`src/rtl/irq_view_regs.sv`:
```
`timescale 1ns/1ps
module irq_view_regs #(
  parameter int W = 32
) (
  input  logic         clk,
  input  logic         rst_n,
  input  logic         acc_en,
  input  logic [2:0]   acc_view,
  input  logic [W-1:0] acc_wdata,
  input  logic [W-1:0] acc_wmask,
  input  logic         virt_on,
  input  logic         hyp_present,
  input  logic [W-1:0] hw_claim,
  output logic [W-1:0] acc_rdata,
  output logic [W-1:0] ien_q,
  output logic [W-1:0] ipend_q,
  output logic [W-1:0] ideleg_q
);
  localparam logic [W-1:0] SUP_SET  = W'(12'h222);
  localparam logic [W-1:0] VIRT_SET = W'(12'h444);
  localparam logic [W-1:0] MACH_SET = W'(12'h888);
  localparam logic [W-1:0] DLG_SET  = SUP_SET | VIRT_SET;
  localparam logic [W-1:0] ALL_SET  = DLG_SET | MACH_SET;
  localparam logic [W-1:0] SSW_BIT  = W'(12'h002);
  localparam logic [W-1:0] VSSW_BIT = W'(12'h004);

  localparam logic [2:0] V_MEN = 3'd0, V_MPEND = 3'd1, V_DELEG = 3'd2, V_SEN = 3'd3,
                         V_SPEND = 3'd4, V_HEN = 3'd5, V_HPEND = 3'd6, V_VSPEND = 3'd7;

  logic         do_wr;
  logic [W-1:0] merged;
  logic [W-1:0] pm_raw, pv, pmask;
  logic [W-1:0] en_nxt, pd_nxt, dl_nxt;

  assign do_wr  = acc_en && (acc_wmask != '0);
  assign merged = (acc_rdata & ~acc_wmask) | (acc_wdata & acc_wmask);
  assign pmask  = pm_raw & DLG_SET & ~hw_claim;

  always_comb begin
    acc_rdata = '0;
    case (acc_view)
      V_MEN:    acc_rdata = ien_q;
      V_MPEND:  acc_rdata = ipend_q;
      V_DELEG:  acc_rdata = ideleg_q;
      V_SEN:    acc_rdata = virt_on ? ((ien_q & ideleg_q & VIRT_SET) >> 1) : (ien_q & ideleg_q);
      V_SPEND:  acc_rdata = virt_on ? (ipend_q & ideleg_q & VSSW_BIT) : (ipend_q & ideleg_q);
      V_HEN:    acc_rdata = ien_q & VIRT_SET;
      default:  acc_rdata = ipend_q;
    endcase
  end

  always_comb begin
    pm_raw = '0;
    pv     = acc_wdata;
    case (acc_view)
      V_MPEND:  pm_raw = acc_wmask;
      V_SPEND:
        if (virt_on) begin
          pm_raw = ((acc_wmask & SSW_BIT) << 1) & ideleg_q;
          pv     = acc_wdata << 1;
        end else begin
          pm_raw = acc_wmask & SSW_BIT & ideleg_q;
        end
      V_HPEND:  pm_raw = acc_wmask & VIRT_SET;
      V_VSPEND: pm_raw = acc_wmask & ideleg_q & VSSW_BIT;
      default:  pm_raw = '0;
    endcase
  end

  always_comb begin
    en_nxt = ien_q;
    dl_nxt = ideleg_q;
    pd_nxt = (ipend_q & ~pmask) | (pv & pmask);
    case (acc_view)
      V_MEN:   en_nxt = (ien_q & ~ALL_SET) | (merged & ALL_SET);
      V_DELEG: dl_nxt = (ideleg_q & ~DLG_SET) | (merged & DLG_SET) | (hyp_present ? VIRT_SET : '0);
      V_SEN:   en_nxt = virt_on ? ((ien_q & ~VIRT_SET) | ((merged << 1) & VIRT_SET))
                                : ((ien_q & ~SUP_SET) | (merged & SUP_SET));
      V_HEN:   en_nxt = (ien_q & ~VIRT_SET) | (merged & VIRT_SET);
      default: en_nxt = ien_q;
    endcase
  end

  always_ff @(posedge clk or negedge rst_n) begin
    if (!rst_n) begin
      ien_q    <= '0;
      ipend_q  <= '0;
      ideleg_q <= '0;
    end else if (do_wr) begin
      ien_q    <= en_nxt;
      ipend_q  <= pd_nxt;
      ideleg_q <= dl_nxt;
    end
  end
endmodule

```
`config.mk`:
```
export PLATFORM = sky130hd
export DESIGN_NAME = irq_view_regs
export DESIGN_NICKNAME = d
export VERILOG_FILES = /design/src/rtl/irq_view_regs.sv
export SDC_FILE = /design/constraint.sdc
export NUM_CORES = 1
export LEC_CHECK = 0
export ABC_AREA = 1
export BUFFER_PORTS_ARGS = -buffer_cell sky130_fd_sc_hd__buf_4
export CAP_MARGIN = 0
export CORE_ASPECT_RATIO = 1.1
export CORE_MARGIN = 4
export CORE_UTILIZATION = 42
export CTS_BUF_LIST = sky130_fd_sc_hd__clkbuf_2 sky130_fd_sc_hd__clkbuf_4 sky130_fd_sc_hd__clkbuf_8
export DETAILED_ROUTE_END_ITERATION = 12
export GPL_TIMING_DRIVEN = 0
export PLACE_DENSITY = 0.82
export SLEW_MARGIN = 15
export SYNTH_ARGS = -nofsm -noshare
export SYNTH_HDL_FRONTEND = slang
export SYNTH_SLANG_ARGS = --single-unit
```
`constraint.sdc`:
```
create_clock -name clk -period 2.1 [get_ports clk]
set_input_delay 0.525 -clock clk [delete_from_list [all_inputs] [get_ports clk]]
set_output_delay 0.525 -clock clk [all_outputs]
set_load 0.02 [all_outputs]
```
==> results.sh <==
export IMPL_synth_top_cell_by_area="dfrtp_1"
export IMPL_drt_iter0_markers=169
export IMPL_ys_warn_count=0
export IMPL_maxSlewViolCount=0
export IMPL_hold_viol=0
export IMPL_place_gp_congestion=0.881
export IMPL_max_slew_worst_pin_slew_ps=557
export IMPL_clock_latency_ps=300
export IMPL_drc=0
export IMPL_reg2reg_to="ien_q[9]"
export IMPL_start_util=0.433
export IMPL_cts_buffers=5
export IMPL_arrival_ps=1510
export IMPL_dpl_cell_area_mm2=0.00433
export IMPL_ctsHoldBuffers=0
export IMPL_die_h_um=97.4
export IMPL_synth_simple_area_share=0.352
export IMPL_finalSetupTns_ps=0
export IMPL_cts_tree="yes"
export IMPL_grt_pass1_wl_um=14300
export IMPL_synth_top_area_frac=0.361
export IMPL_fp_coreArea_mm2=0.00705
export IMPL_synth_top_family_by_area="simple AND/OR/NAND/NOR gates"
export IMPL_dieArea_mm2=0.00870
export IMPL_cts_sinks=44
export IMPL_clockBufferDepth=2
export IMPL_synth_edf_count=0
export IMPL_worst_setup_path_start_kind="primary input"
export IMPL_htreeDepth=2
export IMPL_boundaryPins=232
export IMPL_hold_path_class="primary input to asynchronous set/reset pin"
export IMPL_wl_met3_um=1210
export IMPL_routed_via_density=4.57
export IMPL_critPathRequiredTime_ps=1570
export IMPL_diodes=0
export IMPL_grt_max_degree=45
export IMPL_skew_ps=10.6
export IMPL_core_rowCount=32
export IMPL_place_hpwl_um=7550
export IMPL_finalSetupViolCount=0
export IMPL_cap_violations=0
export IMPL_startpoint="acc_view[1]"
export IMPL_seq_area_frac_synth=0.361
export IMPL_gr_total_overflow=0
export IMPL_status="complete, no violations"
export IMPL_fillers=592
export IMPL_hold_ws_ps=218
export IMPL_grt_usage=0.205
export IMPL_clk_pin_slew_ps=90
export IMPL_highest_layer="met4"
export IMPL_grt_pass1_vias=3110
export IMPL_synth_cells=455
export IMPL_cts_root_buf="clkbuf_8"
export IMPL_synth_ff_type="dfrtp_1"
export IMPL_synth_xor_area_frac=0
export IMPL_slew_headroom=0.629
export IMPL_rrSetupSlack_ps=660
export IMPL_routedWlPerCell_um=12.7
export IMPL_r2r_start="ideleg_q[10]"
export IMPL_synth_compound_area_frac=0.0418
export IMPL_vias=3345
export IMPL_critPathCapture="acc_rdata[1]"
export IMPL_grt_antenna_before_repair=0
export IMPL_endpoint_kind="output port"
export IMPL_fp_dieW_um=89.3
export IMPL_ys_types=24
export IMPL_max_clock_freq_mhz=491
export IMPL_drtPass1Iterations=4
export IMPL_drive_above_1_share=0.355
export IMPL_syn_area_mm2=0.00305
export IMPL_path_max_fanout=8
export IMPL_portBuffers=130
export IMPL_crit_type="primary input to output port"
export IMPL_synth_area_per_cell_um2=6.71
export IMPL_nNetsFinal=751
export IMPL_wirelength_um=9330
export IMPL_min_period_ps=2040
export IMPL_synthMuxAreaShare=0
export IMPL_met2_length_um=4410
export IMPL_synth_top_cells_by_area="dfrtp_1, nand2_1, buf_4"
export IMPL_stdcell_area_mm2=0.00456
export IMPL_final_antenna_net_count=0
export IMPL_synth_adder_area_share=0
export IMPL_peakVddDrop_uv=381
export IMPL_leakage_nw=2.58
export IMPL_met1Wirelength_um=3520
export IMPL_async_flop_share=1.00
export IMPL_period_share=0.970
export IMPL_synth_seq_cells=44
export IMPL_reg2reg_depth=9
export IMPL_powerDensity_mw_per_mm2=604
export IMPL_syn_to_final_growth_pct=49.3
[final cells by class]
type | instances | area (um^2) | area share
buffer | 83 | 539 | 0.118
tap | 85 | 106 | 0.0233
clock inverter | 2 | 60.1 | 0.0132
inverter | 60 | 228 | 0.0500
clock buffer | 5 | 68.8 | 0.0151
sequential | 44 | 1100 | 0.242
timing repair buffer | 134 | 1010 | 0.222
multi-input combinational | 319 | 1440 | 0.316
[cell families (layout without fill, tap and decap cells)]
kind of cell	count (synthesis)	after routing
AO/OA/AOI/OAI	23	23
other	1	52
buffers and inverters	143	284
flip-flops	44	44
AND/OR/NAND/NOR	244	244
[repair_timing]
action	in CTS	in global routing
setup endpoints to repair	23	26
resized for setup	6	16
buffers inserted	0	4
pin swaps	0	5
[cell usage after synthesis (3+ instances only)]
cell type  instances
a21oi_1            4
and2_1             3
buf_2              6
buf_4             54
clkbuf_1          23
dfrtp_1           44
inv_1             52
inv_2              8
nand2_1          113
nand2_2            4
nand3_1           29
nand4_1           13
nor2_1            69
nor2_4             5
nor3_1             4
o21ai_0            9
o21ai_1            5
o31ai_1            4
[critical path, stage by stage]
cell and delay, ps:
buf_4 150, nand2_2 80, nor2_4 220, nand2_2 100, nor2_2 90, nor2_1 70
nand3_1 130, buf_6 140
[where the power goes]
group | internal [mW] | switching [mW]
Sequential | 0.937 | 0.108
Clock | 0.468 | 0.291
Combinational | 0.392 | 0.558
Total | 1.80 | 0.957
[per-layer routing]
metal	up-vias	global-route usage
met5	-	0
met2	203	0.336
met3	20	0.0738
met4	0	0.0699
li1	1650	-
met1	1472	0.244
[stage by stage]
step | worst slack, ps | power [mW] | util | cells
6_report | 62.0 | 2.75 | 0.647 | 732
5_1_grt | -6.33 | 2.91 | 0.647 | 732
4_1_cts | 13.4 | 2.75 | 0.635 | 728
3_5_place_dp | -196 | 1.97 | 0.614 | 721
3_3_place_gp | -142 | 1.96 | 0.614 | 721
2_1_floorplan | -27.2 | 1.59 | - | 506
[cells in the final DEF, fill, tap and decap left out]
cell type and count:
inv_2 7, clkbuf_8 5, o21ai_1 5, buf_4 188, nand3_4 1, inv_1 52, nor2_2 4, dfrtp_2 1
a211oi_1 1, nand2_1 113, and2_1 3, o21ai_0 9, conb_1 52, nand3_2 3, bufinv_16 2, nor2_1 64
nand2_2 2, a21oi_1 4, o31ai_1 4, nor2_4 7, nand4_1 13, nand2_4 2, nor3_1 4, nor3_2 1
clkbuf_1 23, buf_2 2, dfrtp_1 43, buf_6 4, inv_4 1, nand3_1 27
[flip-flops by register name, indices dropped and copies added (netlist names)]
signal	flops
ideleg_q	6
ipend_q	6
ien_q	32
[how the worst min path moves through the flow]
| stage | to | startpoint | depth (start not counted) | slack [ps] |
|---|---|---|---|---|
| floorplan | ideleg_q[10] | rst_n | 0 | 230 |
| global placement | ien_q[22] | ien_q[22] | 1 | 470 |
| detailed placement | ien_q[19] | ien_q[19] | 1 | 470 |
| CTS | ien_q[5] | rst_n | 1 | 230 |
| global route | ien_q[16] | rst_n | 1 | 260 |
| finish | ideleg_q[1] | rst_n | 1 | 220 |
(Power assumes the default switching activity.)
